<file path="src/rtl/spi_stat_pkg.sv">
package spi_stat_pkg;
    typedef enum logic [1:0] {
        CS_IDLE  = 2'd0,
        CS_SEL   = 2'd1,
        CS_SHIFT = 2'd2
    } cs_state_t;

    typedef struct packed {
        logic cs_fall;
        logic cs_abort;
        logic rx_ovf;
        logic rx_hit;
        logic tx_hit;
        logic tx_unf;
        logic any;
    } sticky_t;
endpackage

</file>
<file path="src/rtl/spi_stat_level.sv">
module spi_stat_level #(
    parameter int DEPTH = 4,
    localparam int CW = $clog2(DEPTH + 1)
) (
    input  logic          clk,
    input  logic          rst_n,
    input  logic          push,
    input  logic          pop,
    output logic [CW-1:0] level,
    output logic          empty,
    output logic          over
);
    localparam logic [CW-1:0] FULL = CW'(DEPTH);

    logic eff_pop, eff_push, full;

    always_comb begin
        full     = (level == FULL);
        empty    = (level == '0);
        eff_pop  = pop && !empty;
        eff_push = push && (!full || eff_pop);
        over     = push && full && !pop;
    end

    always_ff @(posedge clk or negedge rst_n) begin
        if (!rst_n)
            level <= '0;
        else if (eff_push && !eff_pop)
            level <= level + 1'b1;
        else if (eff_pop && !eff_push)
            level <= level - 1'b1;
    end

    AST_LEVEL_MAX: assert property (@(posedge clk) disable iff (!rst_n)
        level <= FULL);
    AST_OVER_KEEPS_FULL: assert property (@(posedge clk) disable iff (!rst_n)
        over |=> level == FULL);
endmodule

</file>
<file path="src/rtl/spi_stat_bytecnt.sv">
module spi_stat_bytecnt #(
    parameter int DEPTH = 4,
    localparam int CW = $clog2(DEPTH + 1),
    localparam int NW = $clog2(DEPTH)
) (
    input  logic          clk,
    input  logic          rst_n,
    input  logic          mode,
    input  logic          rx_strobe,
    input  logic          tx_strobe,
    input  logic [NW-1:0] thresh_m1,
    output logic          hit
);
    logic [CW-1:0] cnt;
    logic          mode_q;
    logic          strobe;
    logic [CW-1:0] target;

    always_comb begin
        strobe = mode ? tx_strobe : rx_strobe;
        target = CW'(thresh_m1) + 1'b1;
        hit    = strobe && (mode == mode_q) && (cnt + 1'b1 == target);
    end

    always_ff @(posedge clk or negedge rst_n) begin
        if (!rst_n) begin
            cnt    <= '0;
            mode_q <= 1'b0;
        end else begin
            mode_q <= mode;
            if (mode != mode_q || hit)
                cnt <= '0;
            else if (strobe)
                cnt <= cnt + 1'b1;
        end
    end

    AST_HIT_RESTARTS: assert property (@(posedge clk) disable iff (!rst_n)
        hit |=> cnt == '0);
endmodule

</file>
<file path="src/rtl/spi_stat_csmon.sv">
module spi_stat_csmon
    import spi_stat_pkg::*;
(
    input  logic clk,
    input  logic rst_n,
    input  logic cs_n,
    input  logic bit_tick,
    input  logic byte_end,
    output logic fall_evt,
    output logic abort_evt
);
    cs_state_t state, nxt;

    always_ff @(posedge clk or negedge rst_n) begin
        if (!rst_n) state <= CS_IDLE;
        else        state <= nxt;
    end

    always_comb begin
        nxt       = state;
        fall_evt  = 1'b0;
        abort_evt = 1'b0;
        unique case (state)
            CS_IDLE: begin
                if (!cs_n) begin
                    nxt      = CS_SEL;
                    fall_evt = 1'b1;
                end
            end
            CS_SEL: begin
                if (cs_n)
                    nxt = CS_IDLE;
                else if (bit_tick && !byte_end)
                    nxt = CS_SHIFT;
            end
            CS_SHIFT: begin
                if (cs_n) begin
                    nxt       = CS_IDLE;
                    abort_evt = !byte_end;
                end else if (byte_end)
                    nxt = CS_SEL;
            end
            default: nxt = CS_IDLE;
        endcase
    end

    AST_ABORT_TO_IDLE: assert property (@(posedge clk) disable iff (!rst_n)
        abort_evt |=> state == CS_IDLE);
    AST_FALL_FROM_IDLE: assert property (@(posedge clk) disable iff (!rst_n)
        fall_evt |=> state != CS_IDLE);
endmodule

</file>
<file path="src/rtl/spi_stat_irq.sv">
module spi_stat_irq
    import spi_stat_pkg::*;
#(
    parameter int DEPTH = 4,
    localparam int CW = $clog2(DEPTH + 1),
    localparam int NW = $clog2(DEPTH),
    localparam int SW = 2 * CW + 8
) (
    input  logic          clk,
    input  logic          rst_n,
    input  logic          rx_push,
    input  logic          rx_pop,
    input  logic          tx_push,
    input  logic          tx_pop,
    input  logic          xfer_start,
    input  logic          bit_tick,
    input  logic          rx_done,
    input  logic          tx_done,
    input  logic          cs_n,
    input  logic          cfg_tx_mode,
    input  logic [NW-1:0] cfg_count,
    input  logic          cfg_rx_flush,
    input  logic          cfg_tx_flush,
    input  logic          cfg_master,
    input  logic          cfg_cont,
    input  logic          cfg_hispeed,
    input  logic          cfg_csfall_en,
    input  logic          stat_rd,
    output logic [SW-1:0] stat_data,
    output logic          irq
);
    logic [CW-1:0] rx_lvl, tx_lvl;
    logic          rx_empty, tx_empty, rx_over, tx_over;
    logic          hit, fall_evt, abort_evt, excess;
    sticky_t       flags, set;

    spi_stat_level #(.DEPTH(DEPTH)) u_rx_lvl (
        .clk(clk), .rst_n(rst_n), .push(rx_push), .pop(rx_pop),
        .level(rx_lvl), .empty(rx_empty), .over(rx_over)
    );

    spi_stat_level #(.DEPTH(DEPTH)) u_tx_lvl (
        .clk(clk), .rst_n(rst_n), .push(tx_push), .pop(tx_pop),
        .level(tx_lvl), .empty(tx_empty), .over(tx_over)
    );

    spi_stat_bytecnt #(.DEPTH(DEPTH)) u_bytes (
        .clk(clk), .rst_n(rst_n), .mode(cfg_tx_mode),
        .rx_strobe(rx_done), .tx_strobe(tx_done),
        .thresh_m1(cfg_count), .hit(hit)
    );

    spi_stat_csmon u_cs (
        .clk(clk), .rst_n(rst_n), .cs_n(cs_n), .bit_tick(bit_tick),
        .byte_end(rx_done | tx_done),
        .fall_evt(fall_evt), .abort_evt(abort_evt)
    );

    always_comb begin
        set          = '0;
        set.cs_fall  = fall_evt && cfg_master && cfg_cont && cfg_hispeed && cfg_csfall_en;
        set.cs_abort = abort_evt;
        set.rx_ovf   = rx_over;
        set.tx_unf   = xfer_start && tx_empty;
        set.rx_hit   = hit && !cfg_tx_mode;
        set.tx_hit   = hit && cfg_tx_mode;
        set.any      = set.cs_fall | set.cs_abort | set.rx_hit | set.tx_hit
                     | (set.rx_ovf && !cfg_rx_flush) | (set.tx_unf && !cfg_tx_flush);
    end

    always_ff @(posedge clk or negedge rst_n) begin
        if (!rst_n) flags <= '0;
        else        flags <= (stat_rd ? '0 : flags) | set;
    end

    always_comb begin
        excess    = rx_lvl > (CW'(cfg_count) + 1'b1);
        irq       = flags.cs_fall | flags.cs_abort | flags.rx_hit | flags.tx_hit
                  | (flags.rx_ovf && !cfg_rx_flush) | (flags.tx_unf && !cfg_tx_flush);
        stat_data = {flags.cs_fall, flags.cs_abort, excess, rx_lvl,
                     flags.rx_ovf, flags.rx_hit, flags.tx_hit, flags.tx_unf,
                     tx_lvl, flags.any};
    end

    AST_READ_CLEARS: assert property (@(posedge clk) disable iff (!rst_n)
        stat_rd && set == '0 |=> flags == '0);
    AST_SET_BEATS_READ: assert property (@(posedge clk) disable iff (!rst_n)
        set.rx_ovf |=> flags.rx_ovf);
    AST_IRQ_HOLDS: assert property (@(posedge clk) disable iff (!rst_n)
        irq && !stat_rd && $stable(cfg_rx_flush) && $stable(cfg_tx_flush) |=> irq);
    AST_UNDERFLOW_EMPTY: assert property (@(posedge clk) disable iff (!rst_n)
        $rose(flags.tx_unf) |-> $past(tx_empty));
endmodule

</file>
<file path="config.mk">
export PLATFORM = sky130hd
export DESIGN_NAME = spi_stat_irq
export DESIGN_NICKNAME = d
export VERILOG_FILES = /design/src/rtl/spi_stat_pkg.sv /design/src/rtl/spi_stat_level.sv /design/src/rtl/spi_stat_bytecnt.sv /design/src/rtl/spi_stat_csmon.sv /design/src/rtl/spi_stat_irq.sv
export SDC_FILE = /design/constraint.sdc
export NUM_CORES = 1
export LEC_CHECK = 0
export CELL_PAD_IN_SITES_DETAIL_PLACEMENT = 1
export CELL_PAD_IN_SITES_GLOBAL_PLACEMENT = 1
export CORE_MARGIN = 1
export CORE_UTILIZATION = 49
export DETAILED_ROUTE_END_ITERATION = 8
export DONT_BUFFER_PORTS = 1
export HOLD_SLACK_MARGIN = 0.02
export PLACE_DENSITY_LB_ADDON = 0.05
export SLEW_MARGIN = 20
export SYNTH_ARGS = -nofsm -noshare
export SYNTH_HDL_FRONTEND = slang
export SYNTH_SLANG_ARGS = --single-unit
</file>
<file path="constraint.sdc">
create_clock -name clk -period 5.78 [get_ports clk]
set_clock_uncertainty 0.15 [all_clocks]
set_input_delay 0.578 -clock clk [delete_from_list [all_inputs] [get_ports clk]]
set_output_delay 0.578 -clock clk [all_outputs]
set_load 0.02 [all_outputs]
</file>
**Word level (Yosys, flattened, before mapping)**

Cells that the tools add are included.

- Bitwise gates (word level): 12
- Magnitude comparators: 1
- $add $sub $neg: 6
- Reduce and logical (&&, ||, !) cells: 47
- Multiplexer cells: 18
- Eq/ne operators: 10

Operator list:

| cell | number |
|---|---|
| $logic_and A1 B1 Y1 | 24 |
| $mux W3 | 6 |
| $logic_not A1 Y1 | 13 |
| $or A1 B1 Y1 | 11 |
| $mux W2 | 5 |
| $add A3 B1 Y3 const B | 3 |
| $mux W7 | 1 |
| $or A7 B7 Y7 | 1 |
| $eq A3 B3 Y1 const B | 2 |
| $logic_not A3 Y1 | 2 |
| $ne A3 B2 Y1 const B | 2 |
| $pmux W2 S3 | 1 |
| $reduce_bool A2 Y1 | 3 |
| $sub A3 B1 Y3 const B | 2 |
| $mux W1 | 5 |
| $add A2 B1 Y3 const B | 1 |
| $eq A3 B3 Y1 | 1 |
| $gt A3 B3 Y1 | 1 |
| $logic_or A1 B1 Y1 | 3 |
| $reduce_and A3 Y1 | 1 |
| $eq A2 B1 Y1 const B | 1 |
| $eq A2 B2 Y1 const B | 1 |
| $logic_not A2 Y1 | 1 |
| $ne A2 B2 Y1 const B | 1 |
| 2 further kinds | 2 |

- Input port bits: 21
- Flip-flop bits (word level): 19
- Output and inout port bits: 15

**Logic depth before layout (Yosys ltp)**

Gate-level depths: netlist of the first run.

- Depth in word-level cells: 12
- Mapped depth: 8
- Depth with buffers taken out: 8

**Modules after synthesis**

From an unflattened synthesis of the first run, not the netlist that was laid out.

- Cells, all modules: 104
- Area total of the unflattened synthesis: 1177.4 um^2

By module, submodules not included:

| module | cells each | times used | area each (um^2) | sequential area each (um^2) |
|---|---|---|---|---|
| spi_stat_irq | 40 | 1 | 402.9 | 175.2 |
| spi_stat_level | 16 | 2 | 191.4 | 75.1 |
| spi_stat_bytecnt | 22 | 1 | 281.5 | 100.1 |
| spi_stat_csmon | 10 | 1 | 110.1 | 50.0 |

**Worst setup path before layout of the first run**

Ideal clock, no wire load.

- Kind: input to output
- Start point: input cfg_count[0]
- End point: output stat_data[11]
- Setup slack: 3.400 ns
- Data required time: 5.052 ns
- Stages on the path: 7
- Data arrival time: 1.652 ns
- Path buffers: 1
- Path through: ha_1 -> inv_1 -> ha_1 -> a21o_1 -> a21oi_1 -> a31oi_1 -> buf_4

- Longest elaborated chain between the ends: 2

RTL lines:

| element | RTL line | text |
|---|---|---|
| start, declared | spi_stat_irq.sv:21 | `input logic [NW-1:0] cfg_count,` |
| $add A2 B1 Y3 | spi_stat_irq.sv:77 | `excess = rx_lvl > (CW'(cfg_count) + 1'b1);` |
| $gt A3 B3 Y1 | spi_stat_irq.sv:77 |  |
| end, declared | spi_stat_irq.sv:29 | `output logic [SW-1:0] stat_data,` |

Every way passes these cells.

**Final worst setup path of the first run**

- Start point: register u_rx_lvl.level[0]
- End point: output stat_data[11]

- Longest elaborated chain between the ends: 1

RTL lines:

| element | RTL line | text |
|---|---|---|
| start, declared | spi_stat_level.sv:9 | `output logic [CW-1:0] level,` |
| start signal, assigned | spi_stat_level.sv:29 | `level <= level + 1'b1;` |
| start signal, assigned | spi_stat_level.sv:31 | `level <= level - 1'b1;` |
| $gt A3 B3 Y1 | spi_stat_irq.sv:77 |  |

Every way passes these cells.

==> flow_metrics.tcl, run 1 <==
set metrics [dict create \
    reg2reg_from "u_rx_lvl.level[0]" \
    worst-path-buf-inv 2 \
    timing.rr.end "u_rx_lvl.level[1]" \
    critPathSlowestCell "dfrtp_1" \
    r2r_slack_ns 3.41 \
    dp_slack_ns 3.26 \
    die-height_um 49.1 \
    dr.pass1.iters 4 \
    synth_top_area_share_pct 43.7 \
    drive_gt1_share_pct 8.49 \
    peakVddDrop_mv 0.329 \
    grt_first_pass_wirelength_um 4040 \
    nets 137 \
    hold_viol_final 0 \
    port_buffers 0 \
    drt_wl_total_um 2240 \
    min_period_ns 2.54 \
    cp_top_family "flip-flops" \
    synth_edf_count 0 \
    grt_max_degree 20 \
    fin_tns_setup_ns 0 \
    fin_util_pct 57.0 \
    track_usage_pct 21.8 \
    num_vias 755 \
    yosys_warnings 0 \
    cp_cell_sequence "inv_1 -> ha_1 -> inv_1 -> a21o_1 -> a21oi_1 -> a31oi_1" \
    dpl.hpwl_um 1830 \
    async_flop_share_pct 100 \
    insertion_delay_ns 0.31 \
    cap_violations 0 \
    die_w_um 49.1 \
    ant_nets 0 \
    avgViaCountPerCell 5.68 \
    fp.coreArea_um2 2020 \
    layout.cells.non_filler 133 \
    path_max_fanout 6 \
    crit_path_start_kind "flop" \
    endpoint "stat_data[11]" \
    ctsResizeCount 0 \
    hold_path.class "input port to flop" \
    antenna_found_initial 0 \
    die-area_um2 2410 \
    clkSinkCount 19 \
    fin_crit_sh_pct 43.9 \
    multi_input_area_um2 549 \
    post_drt_wl_per_cell_um 16.8 \
    grt.overflow.total 0 \
    synthDistinctLibCells 33 \
    rows 16 \
    drt_iter0_drc 9 \
    clockBufferDepth 2 \
    initial_core_util_pct 53.8 \
    yosysSeqAreaShare_pct 43.7 \
    crit_type "flop to output pin" \
    powerDensity_nw_per_um2 435 \
    drc 0 \
    final_cell_mix "dfrtp_1 (19), inv_1 (15), xnor2_1 (7), ha_1 (7), xor2_1 (6)" \
    syn_inst 102 \
    slowest_delay_ns 0.60 \
    fmax_mhz 394 \
    ys_ff_latch 19 \
    slew-limit-headroom_pct 41.9 \
    crit_required_ns 5.05 \
    worstPathArrival_ns 1.81 \
    cts_inserted_buffers 3 \
    status "finished, final reports clean" \
    synth.top_cells.by_area "dfrtp_1 (44%), ha_1 (8.0%), xnor2_1 (5.6%)" \
    r2r_cells 6 \
    ys.flop_type "dfrtp_1" \
    final_common_cell "dfrtp_1" \
    path_clk_slew_ns 0.12 \
    crit_top_cell "inv_1" \
    syn_to_final_growth_pct 5.86 \
    cts-root-buf "clkbuf_4" \
    p_leak_nw 0.525 \
    critPathLaunch "u_rx_lvl.level[0]" \
    whs_path_depth 0 \
    rsz0062_at_grt "false" \
    cts_tree "built" \
    netlist_area_um2 1090 \
    yosys.area.top_type "dfrtp_1" \
    grt_pass1_vias 897 \
    place.gp.congestion 0.688 \
    synth_area_per_cell_um2 10.7 \
    endpoint_kind "output pin" \
    syn-num-nets 132 \
    slew_violations 0 \
    io_pins 36 \
    crit_cells 6 \
    antenna_cells 0 \
    regArea_um2 475 \
    cts_max_level 1 \
    worst_pin_slew_ns 0.869 \
    fill_cells 236 \
    placed_cells 128 \
    setup_viol 0 \
    fin_ws_ns 3.24 \
]
==> synth_stat cells (all sizes together) (2+ instances only) <==
cell type	instances
nor2	5
nor3	4
o221ai	2
nor4	3
fa	2
o21ai	5
dfrtp	19
nor2b	2
ha	7
nand2	5
xnor2	7
xor2	6
mux2	3
a22o	2
inv	15
==> layout make-up <==
cell class | count | area share [%]
sequential | 19 | 41.3
inverter | 15 | 4.89
timing repair buffer | 1 | 0.869
tap | 27 | 2.93
clock buffer | 3 | 1.95
multi-input combinational | 67 | 47.7
clock inverter | 1 | 0.434
==> power breakdown <==
group / internal, mW / switching, mW
combinational: 0.0857 / 0.0925
clock: 0.0258 / 0.0445
sequential: 0.168 / 0.0854
==> how the worst min path moves through the flow <==
stage                startpoint                end  slack, ns
floorplan                 rst_n       stat_data[0]       0.13
global placement          rst_n  u_rx_lvl.level[1]       0.13
detailed placement        rst_n  u_rx_lvl.level[1]       0.13
CTS                 cfg_tx_mode     u_bytes.mode_q       0.14
global route        cfg_tx_mode     u_bytes.mode_q       0.13
finish              cfg_tx_mode     u_bytes.mode_q       0.15
==> per-stage QoR <==
stage	hold slack (ns)	power, mW	area [um^2]
2_1_floorplan	0.132	0.402	1090
3_3_place_gp	0.133	0.419	1110
3_5_place_dp	0.133	0.436	1110
4_1_cts	0.137	0.509	1150
5_1_grt	0.125	0.542	1150
6_report	0.146	0.502	1150
==> cell families (layout without fill, tap and decap cells) <==
logic type	after synthesis	count (layout)	share of synthesized area (%)
AO/OA/AOI/OAI	16	16	10.5
XOR/XNOR	13	13	10.5
adder cells (fa/ha/maj)	9	9	11.7
buffers and inverters	16	20	5.86
flip-flops	19	19	43.7
multiplexers	4	4	4.37
AND/OR/NAND/NOR	25	25	13.4
==> layer usage <==
| layer | vias to the layer above | track usage [%] | wire length, um |
|---|---|---|---|
| met3 | 0 | 7.48 | 144 |
| li1 | 355 | - | - |
| met1 | 374 | 27.3 | 974 |
| met2 | 26 | 37.0 | 1120 |
| met4 | 0 | 2.94 | 0 |
| met5 | - | 0 | 0 |
==> repair_timing <==
item / CTS / global route
hold buffers: 1 / 0
endpoints found under the hold margin: 19 / 0
buffers inserted: 0 / 0
==> registers in the layout, indices dropped and copies added (netlist names) <==
register        flops
u_rx_lvl.level      3
u_bytes.mode_q      1
u_cs.state          2
stat_data           7
u_tx_lvl.level      3
u_bytes.cnt         3
No activity file was read; power rests on OpenSTA's default activity.
==> run 2, diff against run 1 <==
ABC_AREA = 1   (was not set)
CORE_UTILIZATION = 40   (was 49)
clock period = 2 ns   (was 5.78 ns; I/O delays follow)
==> flow_metrics.tcl, run 2 <==
set metrics [dict create \
    clockBufferDepth 2 \
    endpoint_kind "flop" \
    path_clk_slew_ns 0.11 \
    ys.flop_type "dfrtp_1" \
    syn_to_final_growth_pct 34.5 \
    antenna_found_initial 0 \
    r2r_slack_ns -0.05 \
    grt.overflow.total 0 \
    fp.coreArea_um2 2780 \
    yosys_warnings 0 \
    grt_max_degree 20 \
    cts-root-buf "clkbuf_4" \
    setup_viol 2 \
    r2r_cells 8 \
    slew-limit-headroom_pct 37.5 \
    grt_first_pass_wirelength_um 5070 \
    peakVddDrop_mv 0.916 \
    die-height_um 56.5 \
    path_max_fanout 3 \
    reg2reg_from "u_tx_lvl.level[1]" \
    port_buffers 0 \
    slew_violations 0 \
    crit_required_ns 2.04 \
    status "finished, violations left" \
    drive_gt1_share_pct 30.5 \
    syn-num-nets 177 \
    die-area_um2 3200 \
    hold_slack_ns 0.0197 \
    hold_path.class "input port to flop" \
    cts_max_level 1 \
    fin_crit_sh_pct 102 \
    timing.rr.end "u_tx_lvl.level[1]" \
    grt_pass1_vias 1170 \
    clkSinkCount 19 \
    avgViaCountPerCell 5.21 \
    fmax_mhz 489 \
    die_w_um 56.5 \
    netlist_area_um2 1190 \
    min_period_ns 2.05 \
    final_cell_mix "nand2_1 (32), inv_1 (22), dfrtp_1 (15), dlygate4sd3_1 (14), buf_4 (11)" \
    rsz0062_at_grt "true" \
    violations "negative setup slack" \
    track_usage_pct 20.7 \
    hold_viol_final 0 \
    synth_area_per_cell_um2 8.09 \
    powerDensity_nw_per_um2 1260 \
    initial_core_util_pct 42.8 \
    synth_edf_count 0 \
    place.gp.congestion 0.782 \
    yosys.area.top_type "dfrtp_1" \
    syn_inst 147 \
    worst_pin_slew_ns 0.935 \
    cap_violations 0 \
    synth_most_common_cell "nand2_1" \
    min_from "cfg_rx_flush" \
    io_pins 36 \
    rows 19 \
    dr.pass1.iters 4 \
    synthDistinctLibCells 24 \
    worstPathArrival_ns 2.09 \
    antenna_cells 0 \
    ys_ff_latch 19 \
    yosysSeqAreaShare_pct 40.0 \
    ys_top_cells_by_count "nand2_1 (35), inv_1 (25), dfrtp_1 (19)" \
    drc 0 \
    num_vias 1084 \
    dpl.hpwl_um 2150 \
    drt_wl_total_um 2990 \
    fin_tns_setup_ns -0.0531 \
    async_flop_share_pct 100 \
    crit_path_start_kind "flop" \
    crit_type "flop to flop" \
    p_leak_nw 0.779 \
    ant_nets 0 \
    cts_inserted_buffers 3 \
    fin_ws_ns -0.0469 \
    worstHoldEndpoint "stat_data[0]" \
    fin_util_pct 57.5 \
    post_drt_wl_per_cell_um 14.4 \
    fill_cells 333 \
    nets 208 \
    largest_reg_flops 7 \
    drt_iter0_drc 28 \
    synth.top_cells.by_area "dfrtp_1 (40%), nand2_1 (11%), inv_1 (7.9%)" \
    synth_top_area_share_pct 40.0 \
    final_common_cell "nand2_1" \
    whs_path_depth 3 \
    insertion_delay_ns 0.30 \
    cts_tree "built" \
]
==> run 2: power breakdown <==
part | switching [mW] | internal, mW | total, mW | leakage, nW
combinational | 0.618 | 0.562 | 1.18 | 0.522
sequential | 0.134 | 0.507 | 0.640 | 0.240
clock | 0.129 | 0.0746 | 0.203 | 0.0177
total | 0.880 | 1.14 | 2.02 | 0.779
==> run 2: through the flow <==
stage	setup WS [ns]	instance area, um^2	power (mW)	cells
after floorplan	0.00238	1200	1.24	147
after global placement	0.0174	1290	1.44	185
after detailed placement	-0.0686	1290	1.50	185
after CTS	-0.0161	1510	1.86	204
after global routing	-0.0953	1600	2.18	208
final	-0.0469	1600	2.02	208
==> run 2: layout make-up <==
class	instances	area [um^2]	area share, %
timing repair buffer	27	245	15.3
inverter	26	97.6	6.10
clock buffer	3	22.5	1.41
tap	31	38.8	2.42
multi-input combinational	101	711	44.4
sequential	19	480	30.0
clock inverter	1	5.00	0.313
==> run 2: per-layer routing <==
metal	vias up	global-route usage (%)	share of wire, %
li1	525	-	-
met1	520	24.2	42
met2	33	36.8	51
met3	6	4.15	5.2
met4	0	8.36	1.5
met5	-	0	0
==> run 2: how the worst max path moves through the flow <==
stage,cells after the start,startpoint,slack (ns),end
final,8,u_tx_lvl.level[1],-0.05,u_tx_lvl.level[1]
after CTS,7,u_rx_lvl.level[1],-0.02,stat_data[11]
after detailed placement,9,u_rx_lvl.level[2],-0.07,u_rx_lvl.level[2]
after global placement,8,u_tx_lvl.level[1],0.02,u_tx_lvl.level[1]
after global routing,7,u_rx_lvl.level[1],-0.1,stat_data[11]
after floorplan,8,u_rx_lvl.level[1],0.002,u_rx_lvl.level[2]
==> run 2: kinds of logic (layout without fill, tap and decap cells) <==
kind of cell             count (synthesis)  after routing  synth area share [%]
flip-flops                              19             19                  40.0
adder cells (fa/ha/maj)                  9              9                  10.7
XOR/XNOR                                 6              6                  4.42
buffers and inverters                   27             57                  8.83
multiplexers                             2              2                  1.89
AO/OA/AOI/OAI                           14             14                  6.73
AND/OR/NAND/NOR                         70             70                  27.4
==> run 2: critical path: stages, from the launching register on <==
cell and delay (ns):
dfrtp_2 0.44, nor2_4 0.14, nand2_2 0.08, nand2_4 0.09, a31oi_4 0.09, ha_2 0.18, inv_2 0.07, fa_2 0.43
mux2_4 0.28
==> run 2: repair_timing <==
item                                    in CTS  in global routing
hold endpoints to repair                    31                  0
hold buffers                                14                  0
setup buffers                                1                  4
endpoints found under the setup margin       4                  6
gates resized for setup                     13                 16
pin swaps                                    9                 11
